--- config.mk ---
export PLATFORM = sky130hd
export DESIGN_NAME = sys_reset_stretcher
export DESIGN_NICKNAME = d
export VERILOG_FILES = /design/src/rtl/rst_stretch_pkg.sv /design/src/rtl/mr_input_filter.sv /design/src/rtl/hold_timer.sv /design/src/rtl/reset_out_stage.sv /design/src/rtl/sys_reset_stretcher.sv
export SDC_FILE = /design/constraint.sdc
export NUM_CORES = 1
export LEC_CHECK = 0
export BUFFER_PORTS_ARGS = -buffer_cell sky130_fd_sc_hd__buf_4
export CAP_MARGIN = 20
export CORE_MARGIN = 10
export CORE_UTILIZATION = 45
export CTS_CLUSTER_DIAMETER = 30
export CTS_CLUSTER_SIZE = 25
export DETAILED_ROUTE_END_ITERATION = 8
export PLACE_DENSITY = 0.71
export SETUP_SLACK_MARGIN = 0.3
export SLEW_MARGIN = 20
export SYNTH_ARGS = -nofsm -noshare
export SYNTH_HDL_FRONTEND = slang
export SYNTH_SLANG_ARGS = --single-unit
--- constraint.sdc ---
create_clock -name clk -period 3.7 [get_ports clk]
set_input_delay 0.74 -clock clk [delete_from_list [all_inputs] [get_ports clk]]
set_output_delay 0.74 -clock clk [all_outputs]
set_load 0.01 [all_outputs]
--- src/rtl/rst_stretch_pkg.sv ---
// Package: shared source bundle and a width helper for the reset stretcher.
package rst_stretch_pkg;

    // One bit per reset cause after qualification.
    typedef struct packed {
        logic undervolt;
        logic manual;
        logic watchdog;
    } rst_src_t;

    // Bits needed to hold values 0..max_val (at least one bit).
    function automatic int unsigned cnt_width(input int unsigned max_val);
        return (max_val < 2) ? 1 : $clog2(max_val + 1);
    endfunction

endpackage

--- src/rtl/mr_input_filter.sv ---
// Module: mr_input_filter
// Synchronizes the asynchronous active-low push-button input and qualifies it.
// A low level is accepted only after QUAL_CYC consecutive low samples at the
// synchronizer output. One high sample drops it again at once.
// Assumes: the input idles high; the synchronizer flops reset to the idle level.
module mr_input_filter #(
    parameter int unsigned SYNC_STAGES = 2,
    parameter int unsigned QUAL_CYC    = 200
) (
    input  logic clk,
    input  logic rst_n,
    input  logic mr_n_async,
    output logic mr_active_o
);
    import rst_stretch_pkg::*;

    logic [SYNC_STAGES-1:0] sync_q;
    logic                   mr_n_sync;

    // Shift the raw pin through the synchronizer chain, idle level on reset.
    always_ff @(posedge clk) begin
        if (!rst_n) begin
            sync_q <= '1;
        end else begin
            for (int i = SYNC_STAGES - 1; i > 0; i--) begin
                sync_q[i] <= sync_q[i-1];
            end
            sync_q[0] <= mr_n_async;
        end
    end

    assign mr_n_sync = sync_q[SYNC_STAGES-1];

    generate
        if (QUAL_CYC == 0) begin : g_no_filter
            // No qualification: the synchronized low is taken directly.
            assign mr_active_o = ~mr_n_sync;
        end else begin : g_run_filter
            localparam int unsigned QW = cnt_width(QUAL_CYC);
            localparam logic [QW-1:0] QMAX = QW'(QUAL_CYC);
            logic [QW-1:0] low_run_q;

            // Count consecutive low samples, saturating at the threshold.
            always_ff @(posedge clk) begin
                if (!rst_n) begin
                    low_run_q <= '0;
                end else if (mr_n_sync) begin
                    low_run_q <= '0;
                end else if (low_run_q != QMAX) begin
                    low_run_q <= low_run_q + QW'(1);
                end
            end

            assign mr_active_o = (low_run_q == QMAX);
        end
    endgenerate

endmodule

--- src/rtl/hold_timer.sv ---
// Module: hold_timer
// Reloads a down-counter on every cycle in which any source is active. The
// reset request is held while sources are active and for STRETCH_CYC edges
// after the last one. The system reset loads the counter, so power-up behaves
// like a source released on the final reset edge.
// Assumes: STRETCH_CYC >= 1; all sources are synchronous to clk.
module hold_timer #(
    parameter int unsigned STRETCH_CYC = 40_000_000
) (
    input  logic                      clk,
    input  logic                      rst_n,
    input  rst_stretch_pkg::rst_src_t src_i,
    output logic                      assert_nxt_o
);
    import rst_stretch_pkg::*;

    localparam int unsigned CW = cnt_width(STRETCH_CYC);
    localparam logic [CW-1:0] LOAD = CW'(STRETCH_CYC);

    logic [CW-1:0] left_q;
    logic          any_src;

    // Merge all qualified causes.
    assign any_src = src_i.undervolt | src_i.manual | src_i.watchdog;

    // Next reset level: held by a source or by remaining stretch.
    always_comb begin
        assert_nxt_o = any_src || (left_q > CW'(1));
    end

    // Reload on any source, otherwise count down to zero.
    always_ff @(posedge clk) begin
        if (!rst_n) begin
            left_q <= LOAD;
        end else if (any_src) begin
            left_q <= LOAD;
        end else if (left_q != '0) begin
            left_q <= left_q - CW'(1);
        end
    end

endmodule

--- src/rtl/reset_out_stage.sv ---
// Module: reset_out_stage
// Registers the reset request into two flops of opposite polarity, plus a
// one-cycle marker for the first released cycle.
// Assumes: both outputs must show reset while the system reset is held.
module reset_out_stage (
    input  logic clk,
    input  logic rst_n,
    input  logic assert_nxt_i,
    output logic rst_o,
    output logic rst_n_o,
    output logic release_o
);
    logic rst_q;
    logic rst_nq;
    logic rel_q;

    // Separate flops per polarity; the marker fires on the 1-to-0 step.
    always_ff @(posedge clk) begin
        if (!rst_n) begin
            rst_q  <= 1'b1;
            rst_nq <= 1'b0;
            rel_q  <= 1'b0;
        end else begin
            rst_q  <= assert_nxt_i;
            rst_nq <= ~assert_nxt_i;
            rel_q  <= rst_q & ~assert_nxt_i;
        end
    end

    assign rst_o     = rst_q;
    assign rst_n_o   = rst_nq;
    assign release_o = rel_q;

endmodule

--- src/rtl/sys_reset_stretcher.sv ---
// Module: sys_reset_stretcher (top)
// Combines undervoltage, a filtered push-button and watchdog expiry into one
// reset that is stretched by STRETCH_CYC cycles after the last source lets go.
// Assumes: uv_i and wd_expire_i are synchronous to clk; mr_n_i is asynchronous.
module sys_reset_stretcher #(
    parameter int unsigned STRETCH_CYC = 40_000_000,
    parameter int unsigned MR_QUAL_CYC = 200,
    parameter int unsigned SYNC_STAGES = 2
) (
    input  logic clk,
    input  logic rst_n,
    input  logic uv_i,
    input  logic mr_n_i,
    input  logic wd_expire_i,
    output logic rst_o,
    output logic rst_n_o,
    output logic rst_release_o
);
    import rst_stretch_pkg::*;

    logic     mr_active;
    logic     assert_nxt;
    rst_src_t src;

    mr_input_filter #(
        .SYNC_STAGES (SYNC_STAGES),
        .QUAL_CYC    (MR_QUAL_CYC)
    ) mr_filt_i (
        .clk         (clk),
        .rst_n       (rst_n),
        .mr_n_async  (mr_n_i),
        .mr_active_o (mr_active)
    );

    // Bundle the qualified causes for the timer.
    always_comb begin
        src.undervolt = uv_i;
        src.manual    = mr_active;
        src.watchdog  = wd_expire_i;
    end

    hold_timer #(
        .STRETCH_CYC (STRETCH_CYC)
    ) hold_i (
        .clk          (clk),
        .rst_n        (rst_n),
        .src_i        (src),
        .assert_nxt_o (assert_nxt)
    );

    reset_out_stage out_i (
        .clk          (clk),
        .rst_n        (rst_n),
        .assert_nxt_i (assert_nxt),
        .rst_o        (rst_o),
        .rst_n_o      (rst_n_o),
        .release_o    (rst_release_o)
    );

endmodule

### Word-level counts from Yosys, hierarchy flattened

Cells that the tools add are included.

| word-level totals | value |
|---|---|
| register bits | 39 |
| input bits | 5 |
| logic and storage cells | 20 |

| cells by class | value |
|---|---|
| $add $sub $neg | 2 |
| order comparisons | 1 |
| eq/ne operators | 2 |
| bitwise logic cells | 5 |
| reduce and logical (&&, ||, !) cells | 4 |

Operator list:

| kind | count |
|---|---|
| > comparator 26 x 1 -> 1 bit, second input constant | 1 |
| nonzero test 26 bit | 1 |
| subtractor 26 x 1 -> 26 bit, second input constant | 1 |
| adder 8 x 1 -> 8 bit, second input constant | 1 |
| equality test 8 bit, second input constant | 1 |
| != test 8 bit, second input constant | 1 |
| OR reduction 2 bit | 2 |
| inverter 1 bit | 2 |
| OR 1 bit | 2 |
| bitwise AND 1 bit | 1 |
| logical OR 1 bit | 1 |

### Depth between registers and ports, before layout

Gate-level depths: netlist (run 1).

| logic depth | value |
|---|---|
| depth after elaboration | 6 |
| mapped depth | 8 |

### Hierarchy

A second synthesis (run 1) with hierarchy kept.

| unflattened totals | value |
|---|---|
| cells, all modules | 212 |
| area, all modules | 1,926.8 µm² |

Modules (own cells, without submodules):

| module | instances | cells an instance | area an instance (µm²) |
|---|---|---|---|
| hold_timer | 1 | 160 | 1,410.1 |
| mr_input_filter | 1 | 46 | 431.7 |
| reset_out_stage | 1 | 6 | 85.1 |

### Least setup slack after synthesis (run 1)

No wires, ideal clock.

| timing | value |
|---|---|
| path type | register to register |
| start | register hold_i.left_q[0] |
| end | register hold_i.left_q[13] |
| arrival time | 2.002 ns |
| data required time | 3.628 ns |
| setup slack | 1.626 ns |
| cell stages (with the launch flop) | 8 |
| period minus slack after synthesis | 2.074 ns |
| cells stage by stage | dfxtp_1 inv_1 ha_1 or4b_2 nor4_4 a2111o_1 or3_1 mux2i_1 |

| on the way | value |
|---|---|
| word-level cells in the longest chain between the ends | 1 |

Ends and longest elaborated chain:

| item | line | source |
|---|---|---|
| start: declaration | hold_timer.sv:20 | `logic [CW-1:0] left_q;` |
| start signal: assignment | hold_timer.sv:38 | `left_q <= left_q - CW'(1);` |
| subtractor 26 x 1 -> 26 bit or nonzero test 26 bit (tied branches) | hold_timer.sv:38, hold_timer.sv:37 |  |

Several ways; a longest one is shown, not always the timed one.
A chain may end at the register's enable or synchronous reset.

### Worst setup path in the final report (run 1)

Same ends and word-level chain as after synthesis.

==> results of run 1 <==
## flip-flops by register name (all words and copies together) (netlist names)
signal                            cells
out_i.rst_o                           1
mr_filt_i.g_run_filter.low_run_q      8
mr_filt_i.sync_q                      2
out_i.release_o                       1
hold_i.left_q                        26
out_i.rst_n_o                         1
## critical path: stages (launching register included)
cell	delay (ns)
dfxtp_1	0.34
inv_1	0.09
ha_1	0.24
or4b_2	0.66
nor4_4	0.39
a2111o_1	0.29
or3_1	0.14
mux2i_1	0.16
## final cells by class
cell class,count,area [um^2],area share [%]
Multi-Input combinational cell,159,1067,50.99
Timing Repair Buffer,10,75.07,3.586
Clock buffer,7,76.32,3.646
Clock inverter,1,5.005,0.2391
Tap cell,50,62.56,2.989
Inverter,7,26.28,1.255
Sequential cell,39,780.7,37.30
## per-stage QoR
step           hold slack [ns]  worst slack, ns  cells
2_1_floorplan           0.3863            1.626    212
3_3_place_gp            0.3956            1.285    265
3_5_place_dp            0.4033            1.211    265
4_1_cts                 0.4260            1.335    273
5_1_grt                 0.4421            1.215    273
6_report                0.4183            1.314    273
## where the power goes
group | total, mW | switching (mW) | leakage [nW] | internal (mW)
Combinational | 0.0663 | 0.0365 | 0.373 | 0.0298
Sequential | 0.435 | 0.00884 | 0.316 | 0.426
Clock | 0.276 | 0.144 | 0.0422 | 0.132
Total | 0.777 | 0.189 | 0.731 | 0.588
## worst max-delay path by stage
stage / start / to / slack (ns) / cells past startpoint
finish: hold_i.left_q[0] / hold_i.left_q[13] / 1.31 / 7
global route: hold_i.left_q[0] / hold_i.left_q[13] / 1.22 / 7
CTS: hold_i.left_q[0] / hold_i.left_q[13] / 1.33 / 7
detailed placement: uv_i / out_i.release_o / 1.21 / 7
global placement: uv_i / out_i.release_o / 1.28 / 7
floorplan: hold_i.left_q[0] / hold_i.left_q[13] / 1.63 / 7
## cell families after synthesis
logic type | share of synthesized area (%)
compound gates | 11.53
xor+xnor | 8.300
fa+ha+maj | 2.635
buf+inv | 3.096
flops | 41.11
mux | 2.108
simple gates | 31.23
## cells in the final DEF, fill, tap and decap left out, drive strengths merged, types with 4 or more instances in the layout
| master | count |
|---|---|
| or4 | 9 |
| o21ai | 5 |
| o211ai | 4 |
| dfxtp | 39 |
| inv | 7 |
| nand3 | 11 |
| mux2i | 4 |
| nor3 | 11 |
| buf | 10 |
| ha | 4 |
| xnor2 | 11 |
| xor2 | 7 |
| nand2b | 4 |
| or3 | 4 |
| nor2 | 24 |
| nor4 | 8 |
| a21oi | 6 |
| clkbuf | 7 |
| nand2 | 12 |
| a211oi | 6 |
## routing by layer
| metal | routed length (um) | GRT usage [%] | vias to the layer above |
|---|---|---|---|
| met2 | 1657 | 15.87 | 37 |
| met1 | 1744 | 12.98 | 731 |
| met5 | 0 | 0 | - |
| met4 | 57 | 4.940 | 0 |
| li1 | - | - | 790 |
| met3 | 216 | 3.059 | 4 |
==> run metrics, run 1 <==
first-pass GRT wire length=6.368 mm; placed inst area=between 0.002 and 0.0025 mm^2; Relative slew margins=approximately half; Num CTS Buffers=5; Yosys top cell area share=between 40 and 50%; most area-consuming cells after synthesis=dfxtp_1, xnor2_1, nor2_1, xor2_1, or4_1; # diodes=0; worst hold path type=reg2reg; maximum fanout along the worst path=8; reg2reg path depth=7; number of synthesized flops with an enable pin=0; CTS Hold Bufs=0; Post-CTS Repair Setup Buffers=0; largest net degree at the start of global routing=22; Worst EP required=3.92 ns; Synth warnings=0; fin area=around 0.0021 mm^2; Worst Clk Skew=0.008010 ns; register area share after synthesis=41.11%; post-route ant nets=0; filler cell count=380; mapped cell area=about 0.0019 mm^2; min Tclk post-route=2.386 ns; Clock Tree Buf Depth=2; Yosys reg bits=39; max-slew violation count=0; Iter 0 DRT Violations=106; reg2reg end=hold_i.left_q[13]; reg2reg setup slack=~1.3 ns; synth cell count leaders=dfxtp_1, nor2_1, nand2_1, nor3_1, xnor2_1; vias in the first global route=1423; utilization after layout=approximately half; Reg2Reg Launch Point=hold_i.left_q[0]; area leader, netlist=dfxtp_1; worst endpoint data arrival time=around 2.6 ns; Cells after Synth=between 200 and 250; Yosys cell types=46; vias per inst=5.722; worst skew pair latency=a little under 0.3 ns; VDD IR max=approximately 0.15 mV; # port buffers=7; Worst-Margin Slew=0.7415 ns; Final Cycle Share=approximately 64%; antenna violations before repair=0; nets=231; unrepaired setup endpoints after global routing=no; Vias=~1600; Max Cap Violations=0; Post-Syn Area per Cell=approximately 9 um^2; Congestion Overflow GR=0; routability cong.=0.8851; Final Setup Violations=0; setup TNS=0 ns; top_reg_cell synth=dfxtp_1; PostCTS Resize Cnt=0; H-tree depth=2; # IOs=8; Initial Util=between 40% and 50%; area grow syn2layout=10.21%; 1st-pass router iterations=4; root buf cell=clkbuf_8; top-count cell post-synth=dfxtp_1; WHS Path Cells=1; DP HPWL=~2.6 mm; Overall Power=approximately 0.78 mW; FP Rows=23; PD cells=about 370 mW/mm^2; Fin. Hold Viols=0; core footprint=~0.004 mm^2; Worst Hold Path EP=mr_filt_i.sync_q[1]; CTS tree=built; DRC Markers=0; Routed WL=about 3.7 mm; CP endpoint kind=flip-flop; P_leak=0.7311 nW; maximum clock frequency=around 420 MHz; clk sinks=39; Wirelength per Cell=roughly 13 um; post-synth net total=roughly 220; fraction of layout cells with a size suffix above 1=around an eighth; CP Launch Type=flip-flop; Global Route Usage Sum=roughly a tenth; Crit Path Class=reg2reg; ys async rst share=0%; Die X=between 80 and 90 um; Reg clk slew, reported paths=about 0.080 ns; Die Area=0.007219 mm^2; hold wc startpoint=mr_filt_i.sync_q[0]; DIE HEIGHT=84.97 um; outcome=complete, no violations
(Power assumes the default switching activity.)
==> run 2, diff against run 1 <==
- PLACE_DENSITY: 0.71 -> 0.74
- clock period: 3.7 -> 1.9 ns (I/O delays scaled with it)
==> run metrics, run 2 (synthesis gave the netlist of run 1 again) <==
outcome=finished with violations; failing checks=setup timing; Worst-Margin Slew=0.3663 ns; met2 Usage GRT=a little under a quarter; post-route ant nets=0; # diodes=0; placed inst area=about 0.0024 mm^2; P_leak=roughly 1.1 nW; FP Rows=23; Reg2Reg Launch Point=hold_i.left_q[5]; reg2reg setup slack=-0.20 ns; Worst EP required=around 2.1 ns; CP Launch Type=flip-flop; H-tree depth=2; routability cong.=approximately 0.87; largest net degree at the start of global routing=21; max FFs per register=26; Buf/Inv on CP=2; clk sinks=39; Congestion Overflow GR=0; GRT Max-Usage Layer=met2; CP Cell Sequence=or4_4 > nor4_4 > buf_4 > a2111o_1 > buf_4 > o21ai_2 > a21oi_1; filler cell count=between 200 and 300; Initial Util=47.14%; multi-input logic area=around 0.0014 mm^2; commonest non-fill, non-tap cell in the layout=buf_4; vias in the first global route=1793; most frequent cells in the layout=buf_4, dfxtp_1, nor2_1, xnor2_1, nand2_1; Crit Path Class=reg2reg; met1 Resource Use GR=about 16%; Iter 0 DRT Violations=163; Fin. Hold Viols=0; unrepaired setup endpoints after global routing=yes; Reg clk slew, reported paths=around 0.070 ns; DRC Markers=0; Global Route Usage Sum=14.04%; Routed WL=between 5 and 6 mm; 1st-pass router iterations=5; area grow syn2layout=49.47%; Final WS setup=-0.1957 ns; CP endpoint kind=flip-flop; DP HPWL=3.108 mm; worst skew pair latency=around 0.30 ns; maximum fanout along the worst path=4; VDD IR max=roughly 0.36 mV; Final Setup Violations=10; Post-Place Worst Slack=-0.08231 ns; # IOs=8; largest registers=hold_i.left_q: 26 flops, mr_filt_i.g_run_filter.low_run_q: 8 flops, mr_filt_i.sync_q: 2 flops; min Tclk post-route=2.096 ns; worst hold slack=between 0.2 and 0.3 ns; FF/Latch Area=between 700 and 800 um^2; antenna violations before repair=0; CTS tree=built; max-slew violation count=0; reg2reg path depth=7; fin area=~0.0028 mm^2; maximum clock frequency=~480 MHz; root buf cell=clkbuf_8; Num CTS Buffers=5; Clock Tree Buf Depth=2; Vias=1892; Critical Path Most Common Cell=buf_4; Final Cycle Share=110.3%; met3 usage=under 10%; setup TNS=-0.6574 ns; Die X=84.97 um; hold wc startpoint=mr_n_i; vias per inst=5.786; PD cells=about 580 mW/mm^2; WHS Path Cells=2; CP max stage delay=approximately 0.58 ns; Wirelength per Cell=around 17 um; DIE HEIGHT=~85 um; Overall Power=between 1.5 and 2 mW; kind of cell adding the most delay to the critical path=simple AND/OR/NAND/NOR gates; Worst Hold Path EP=mr_filt_i.sync_q[0]; worst hold path type=in2reg; fraction of layout cells with a size suffix above 1=a little under half; Die Area=approximately 0.0072 mm^2; Max Cap Violations=0; first-pass GRT wire length=8.466 mm; CTS Hold Bufs=0; worst endpoint data arrival time=roughly 2.3 ns; core footprint=between 0.004 and 0.005 mm^2; nets=roughly 290; # port buffers=7; slowest cell on the critical path=or4_4; Top reg by flops=hold_i.left_q; Worst Clk Skew=about 0.01 ns; Relative slew margins=between 70% and 80%; reg2reg end=hold_i.left_q[15]
run 2: final cells by class:
| type | count | share of cell area, % |
|---|---|---|
| multi-input cells | 159 | 47.82 |
| flip-flops and latches | 39 | 28.07 |
| repair buffers | 64 | 18.11 |
| clock buffers | 7 | 2.688 |
| well taps | 50 | 2.204 |
| inverters | 7 | 0.9255 |
| clock inverters | 1 | 0.1763 |
run 2: timing repair:
action | CTS | global route
setup endpoints to repair | 30 | 31
resized for setup | 33 | 29
pin swaps | 13 | 22
setup buffers | 11 | 6
run 2: worst reg2reg max path, stage by stage, from the launching register on:
cell and delay, ns:
dfxtp_4 0.35, or4_4 0.58, nor4_4 0.28, buf_4 0.15, a2111o_1 0.20, buf_4 0.14
o21ai_2 0.07, a21oi_1 0.22
run 2: through the flow:
step           util (%)  std cells
4_1_cts           66.43        321
5_1_grt           70.47        327
3_5_place_dp      58.76        302
3_3_place_gp      58.76        302
6_report          70.47        327
2_1_floorplan         -        212
run 2: metal layers:
layer / wire length (um) / vias to the layer above
met5: 0 / -
met4: 216 / 0
met3: 321 / 27
met2: 2761 / 65
met1: 2190 / 904
li1: - / 896
run 2: report_power, final:
group          switching [mW]  internal, mW
clock                   0.285         0.257
sequential             0.0117         0.828
combinational           0.129         0.138
run 2: how the worst max path moves through the flow:
stage	endpoint	startpoint	cells after the start	slack (ns)
after floorplan	hold_i.left_q[13]	hold_i.left_q[1]	7	-0.05
after global placement	hold_i.left_q[13]	hold_i.left_q[1]	8	0.005
after detailed placement	hold_i.left_q[13]	hold_i.left_q[1]	8	-0.08
after CTS	hold_i.left_q[13]	hold_i.left_q[1]	8	-0.04
after global routing	hold_i.left_q[15]	hold_i.left_q[5]	7	-0.28
final	hold_i.left_q[15]	hold_i.left_q[5]	7	-0.20
